### src/rtl/stagger_seq.sv
module stagger_seq #(
  parameter int NUM_BANKS  = 3,
  parameter int NUM_POS    = 8,
  parameter int STEP_TICKS = 3
) (
  input  logic                         clk,
  input  logic                         rst_n,
  input  logic [NUM_BANKS*NUM_POS-1:0] data_i,
  input  logic [NUM_BANKS-1:0]         bank_en_n_i,
  input  logic                         bypass_i,
  output logic [NUM_BANKS*NUM_POS-1:0] gate_o
);
  localparam int LAST = (NUM_POS - 1) * STEP_TICKS;
  localparam int CW   = $clog2(LAST + 2);

  for (genvar b = 0; b < NUM_BANKS; b++) begin : g_bank
    logic [CW-1:0] ticks;

    always_ff @(posedge clk or negedge rst_n) begin
      if (!rst_n)
        ticks <= '0;
      else if (bank_en_n_i[b])
        ticks <= '0;
      else if (ticks != CW'(LAST))
        ticks <= ticks + 1'b1;
    end

    for (genvar i = 0; i < NUM_POS; i++) begin : g_pos
      localparam int SLOT = i * STEP_TICKS;
      wire due = bypass_i || (int'(ticks) >= SLOT);
      assign gate_o[b*NUM_POS+i] = !bank_en_n_i[b] && data_i[b*NUM_POS+i] && due;
    end
  end
endmodule


### config.mk
export PLATFORM = sky130hd
export DESIGN_NAME = stagger_seq
export DESIGN_NICKNAME = d
export VERILOG_FILES = /design/src/rtl/stagger_seq.sv
export SDC_FILE = /design/constraint.sdc
export NUM_CORES = 1
export LEC_CHECK = 0
export BUFFER_PORTS_ARGS = -buffer_cell sky130_fd_sc_hd__buf_2
export CORE_UTILIZATION = 50
export DETAILED_ROUTE_END_ITERATION = 8
export GPL_TIMING_DRIVEN = 0
export PLACE_DENSITY_LB_ADDON = 0.05
export SYNTH_ARGS = -nofsm -noshare
export SYNTH_HDL_FRONTEND = slang
export SYNTH_SLANG_ARGS = --single-unit
### constraint.sdc
create_clock -name clk -period 1.73 [get_ports clk]
set_clock_uncertainty 0.1 [all_clocks]
set_input_delay 0.0865 -clock clk [delete_from_list [all_inputs] [get_ports clk]]
set_output_delay 0.0865 -clock clk [all_outputs]
set_load 0.005 [all_outputs]
==> summary.txt, run 1 <==
Critical path
  • Critical Path Max Stage Delay: 0.41 ns
  • Cell mode on critical path: buf_2
  • Crit start category: flop
  • Crit-path max FO: 10
  • Crit-path slowest cell: dfrtp_1
  • R2R depth: 5
  • Crit path DAT: 1.61 ns
  • Crit-path leading delay family: flip-flops
  • Worst EP required: 1.54 ns
  • WP buf/inv: 2
  • Worst path depth: 6
  • Kind of critical path: flop to output pin
  • Worst Setup End Kind: output pin
  • Worst path cell trace: buf_2 > and3_4 > ha_4 > nor3_2 > a21oi_1 > buf_2

STA
  • Setup WS post-layout: -0.0649 ns
  • Final Hold Violating Endpoints: 0
  • Final min period: 1.79 ns
  • Final period util: 104%
  • Setup TNS: -0.180 ns
  • RSZ-0062 raised after global routing: true
  • Final slew viol count: 0
  • Final setup vio count: 5
  • F_max: 0.557 GHz
  • Normalized max-slew margin: 76.8%
  • Worst-margin pin slew: 0.344 ns

Clock network
  • Num CTS Buffers: 3
  • CTS Sinks: 15
  • CTS tree: built
  • Clock root cell: clkbuf_4
  • Clock Tree Buf Depth: 2
  • Clock transition at the registers of the reported paths: 0.09 ns
  • Max H-tree Level: 1
  • Clk_lat worst skew: 0.28 ns

Finish
  • Top reg by flops: g_bank.ticks
  • Biggest regs: g_bank.ticks (15)
  • Nets@finish: 293
  • Share of cells above drive strength 1: 49.2%
  • Diodes inserted: 0
  • Area added between synthesis and finish: 45.0%
  • # fillers: 189
  • Max FFs per register: 15

Floorplan
  • Die width: 56.7 um
  • Die Y: 56.7 um
  • Core Region: 2810 um2
  • Io pins: 54
  • Die ar.: 3220 um2
  • Starting density of the core: 53.3%
  • Row count: 19

Drt
  • TritonRoute pass-1 iters: 6
  • Via density: 5.80
  • Vias: 1630
  • Final wirelength: 4270 um
  • DRC: 12
  • Routed length per placed instance: 15.2 um
  • 1st-iter DRT viols: 85
  • Post-DRT Antenna Nets: 0

Outcome
  • Status: complete, but fails checks
  • Failing checks: DRC, setup timing

Synth
  • Synth async-reset ratio: 100%
  • Most common flop cell mapped by yosys: dfrtp_1
  • Yosys warnings: 0
  • Synthesized flop and latch total: 15
  • Avg Inst Size Synth: 8.41 um2
  • Synth area leader: dfrtp_1
  • Synth Instances: 178
  • Post-Syn Area: 1500 um2
  • Top-area cell type share of the netlist area: 25.1%
  • Post-synth EDFFs: 0
  • Synth top area cells: dfrtp_1, ha_1, nand2b_1, a21oi_1, nand4b_1
  • Syn Nets: 220
  • Most frequent cells after synthesis: a21oi_1, nand2b_1, dfrtp_1
  • Yosys cell types: 34
  • Share of the yosys chip area belonging to registers: 25.1%

Power
  • Pleak: 1.01 nW
  • Pwr dens: 451 nW/um2
  • Worst IR Drop VDD: 0.305 mV

GRT
  • Overflow after GRT: 0
  • Initial antenna violation count: 0
  • Vias in the first global route: 1526
  • GRT Total Usage: 25.4%
  • First-pass GRT wire length: 6560 um
  • Largest net degree at the start of global routing: 16

Hold path
  • Worst hold-check path type: primary input to flop
  • Hold Path Depth: 3

Placement
  • Detailed-placement wirelength estimate: 2770 um
  • PortBufs: 52
  • GP Congestion: 0.832
  • Placement Setup Slack: -0.0262 ns

Run
  • Max-Cap Viols: 0
report_power, final:
| group | switching, mW | internal, mW | total, mW |
|---|---|---|---|
| clock network | 0.113 | 0.0895 | 0.203 |
| registers | 0.0182 | 0.368 | 0.386 |
| logic | 0.189 | 0.199 | 0.389 |
| total | 0.321 | 0.657 | 0.978 |
worst register-to-register path, cell delays in order, from the launching register on:
cell and delay, ns:
dfrtp_1 0.42, buf_8 0.14, inv_1 0.05, ha_2 0.23
and4b_4 0.25, mux2_2 0.32
metal layers:
layer	global-route usage, %	vias up	share of wire [%]
li1	-	789	-
met1	32.5	775	42
met2	44.0	61	51
met3	2.53	5	5.6
met4	9.29	0	0.98
met5	0	-	0
worst paths after layout:
| path | start | to | slack, ns |
|---|---|---|---|
| max | g_bank[1].ticks[2] | gate_o[13] | -0.06 |
| min | bank_en_n_i[2] | g_bank[2].ticks[1] | 0.07 |
| max reg2reg | g_bank[1].ticks[1] | g_bank[1].ticks[0] | 0.11 |
| min reg2reg | g_bank[0].ticks[2] | g_bank[0].ticks[2] | 0.57 |
| max in group asynchronous | rst_n | g_bank[0].ticks[1] | 1.12 |
| min in group asynchronous | rst_n | g_bank[1].ticks[4] | 0.13 |
layout make-up:
class	instances	area (um2)	share of cell area (%)
buffer	18	133	6.11
clock buffer	4	26.3	1.21
inverter	9	33.8	1.56
multi-input combinational	136	1160	53.3
sequential	15	378	17.4
tap	31	38.8	1.79
timing repair buffer	68	403	18.6
per-stage QoR:
stage	instances	power (mW)	utilization, %	hold WS (ns)	area (um2)
floorplan	178	0.554	-	-0.309	1500
global placement	261	0.646	64.0	-0.0932	1800
detailed placement	261	0.661	64.0	-0.0862	1800
CTS	271	0.901	69.9	0.0621	1960
global route	281	1.04	77.3	0.0845	2170
finish	281	0.978	77.3	0.0678	2170
cells by family (layout without fill, tap and decap cells):
family / count (synthesis) / in the layout / synth area share, %
XOR/XNOR: 1 / 1 / 0.585
flip-flops: 15 / 15 / 25.1
buffers and inverters: 27 / 99 / 8.78
multiplexers: 8 / 8 / 6.27
AND/OR/NAND/NOR: 78 / 78 / 33.6
AO/OA/AOI/OAI: 37 / 37 / 15.6
adder cells (fa/ha/maj): 12 / 12 / 10.0
cells in the final DEF (no fill, tap or decap), drive strengths merged, types with 5 or more instances in the layout:
cell type	count
a21oi	18
buf	83
nand2b	18
nor2b	9
nor3	9
clkbuf	6
nand4b	9
inv	9
dfrtp	15
mux2	5
ha	12
nor2	8
repair_timing:
item / in CTS / in global routing
hold endpoints to repair: 15 / 0
endpoints found under the setup margin: 13 / 13
pin swaps: 5 / 8
buffers inserted: 5 / 10
hold buffers: 1 / 0
resized for setup: 22 / 31
Power figures use the tool's default switching activity.
==> run 2, diff against run 1 <==
CORE_UTILIZATION = 35   (was 50)
==> summary.txt, run 2 (synthesized netlist as in run 1, its figures left out) <==
STA
  • Final Hold Violating Endpoints: 0
  • Final period util: 101%
  • Setup WS post-layout: -0.0167 ns
  • Final min period: 1.75 ns
  • Final slew viol count: 0
  • Worst-margin pin slew: 0.408 ns
  • Setup TNS: -0.0167 ns
  • Normalized max-slew margin: 72.8%
  • Final setup vio count: 1
  • RSZ-0062 raised after global routing: true
  • F_max: 0.572 GHz

Critical path
  • Worst Setup End Kind: output pin
  • Worst EP required: 1.54 ns
  • Kind of critical path: flop to output pin
  • Crit path DAT: 1.56 ns
  • Crit-path max FO: 2
  • Crit start category: flop

Power
  • Sw Pwr: 0.317 mW
  • Final Power: 1.02 mW
  • Pleak: 0.992 nW
  • Worst IR Drop VDD: 0.271 mV
  • Gate power share: 35.1%
  • Sw frac: 31.0%
  • Internal power: 0.707 mW
  • Pwr dens: 478 nW/um2
  • Clk pwr share: 27.2%
  • Sequential Power Share: 37.8%

Floorplan
  • Io pins: 54
  • Core Region: 4060 um2
  • Die ar.: 4540 um2
  • Die width: 67.4 um
  • Row count: 23
  • Starting density of the core: 36.9%
  • Die Y: 67.4 um

Drt
  • Final wirelength: 4140 um
  • Via density: 5.27
  • Vias: 1560
  • 1st-iter DRT viols: 89
  • DRC: 0
  • TritonRoute pass-1 iters: 4
  • Post-DRT Antenna Nets: 0
  • Routed length per placed instance: 14.0 um

Finish
  • Top reg by flops: g_bank.ticks
  • # fillers: 388
  • Biggest regs: g_bank.ticks (15)
  • Most common cell after layout, fill and taps aside: buf_2
  • Diodes inserted: 0
  • Multi-input gate area: 1140 um2
  • Commonest non-fill, non-tap cells in the layout: buf_2, nand2b_1, a21oi_1
  • Nets@finish: 289
  • Max FFs per register: 15
  • FF+latch area: 378 um2
  • Area added between synthesis and finish: 43.2%
  • Share of cells above drive strength 1: 45.9%

Hold path
  • Worst hold-check path type: primary input to flop

Outcome
  • Failing checks: setup timing
  • Status: complete, but fails checks

GRT
  • First-pass GRT wire length: 6600 um
  • GRT Total Usage: 19.0%
  • Vias in the first global route: 1454
  • Overflow after GRT: 0
  • Largest net degree at the start of global routing: 16
  • Initial antenna violation count: 0

Placement
  • Detailed-placement wirelength estimate: 2860 um
  • GP Congestion: 0.813
  • PortBufs: 52

Clock network
  • CTS tree: built
  • Num CTS Buffers: 3
  • Clk_lat worst skew: 0.24 ns
  • Clock root cell: clkbuf_8
  • Clock transition at the registers of the reported paths: 0.06 ns
  • Max H-tree Level: 1
  • CTS Sinks: 15
  • Clock Tree Buf Depth: 2

Run
  • Max-Cap Viols: 0
-- run 2: cell count changes in the layout (fill, tap and decap cells not counted), sizes merged --
cell and delta:
buf -3, clkbuf -2, clkinv +1
-- run 2: power groups by stage --
| stage | sequential, mW | clock [mW] | combinational [mW] |
|---|---|---|---|
| 3_3_place_gp | 0.394 | 0 | 0.259 |
| 5_1_grt | 0.389 | 0.308 | 0.397 |
| 4_1_cts | 0.383 | 0.291 | 0.317 |
| 6_report | 0.387 | 0.278 | 0.359 |
| 2_1_floorplan | 0.389 | 0 | 0.165 |
| 3_5_place_dp | 0.395 | 0 | 0.267 |
-- run 2: repair_timing --
action | 4_1_cts | 5_1_grt
pin swaps | 3 | 4
setup endpoints to repair | 11 | 13
endpoints found under the hold margin | 15 | 0
gates cloned | 0 | 0
resized for setup | 23 | 21
setup buffers | 7 | 4
hold buffers | 1 | 0
-- run 2: layout make-up --
cell class                 instances  share of cell area [%]
buffer                            18                    6.07
clock buffer                       3                    1.93
clock inverter                     1                   0.234
inverter                           9                    1.58
multi-input combinational        136                    53.2
sequential                        15                    17.6
tap                               50                    2.92
timing repair buffer              64                    16.5
-- run 2: path summary, 6_finish.rpt --
path / startpoint / end / slack [ns] / cells after the start
min reg2reg: g_bank[1].ticks[2] / g_bank[1].ticks[2] / 0.55 / 2
max in group asynchronous: rst_n / g_bank[0].ticks[1] / 1.07 / 2
max: g_bank[0].ticks[1] / gate_o[5] / -0.02 / 5
max reg2reg: g_bank[0].ticks[1] / g_bank[0].ticks[1] / 0.07 / 5
min: bank_en_n_i[2] / g_bank[2].ticks[3] / 0.12 / 3
min in group asynchronous: rst_n / g_bank[0].ticks[4] / 0.18 / 2
-- run 2: critical path: stages, from the launching register on --
cell	delay (ns)
dfrtp_2	0.43
ha_4	0.17
and3_4	0.15
ha_4	0.15
o41a_1	0.30
buf_2	0.13
-- run 2: metal layers --
layer	routed length [um]	track usage, %	up-vias	part of all wire (%)
li1	-	-	778	-
met1	1920	23.5	729	46
met2	1990	33.5	47	48
met3	164	1.86	6	4.0
met4	68	7.45	0	1.6
met5	0	0	-	0
-- run 2: metrics by stage --
step | hold slack [ns] | setup WS [ns] | area (um2) | std cells | utilization (%)
2_1_floorplan | -0.309 | 0.137 | 1500 | 178 | -
3_3_place_gp | -0.0918 | -0.0180 | 1820 | 280 | 44.8
3_5_place_dp | -0.0838 | -0.0276 | 1820 | 280 | 44.8
4_1_cts | 0.113 | -0.0256 | 2020 | 292 | 49.9
5_1_grt | 0.143 | -0.0744 | 2140 | 296 | 52.8
6_report | 0.118 | -0.0167 | 2140 | 296 | 52.8
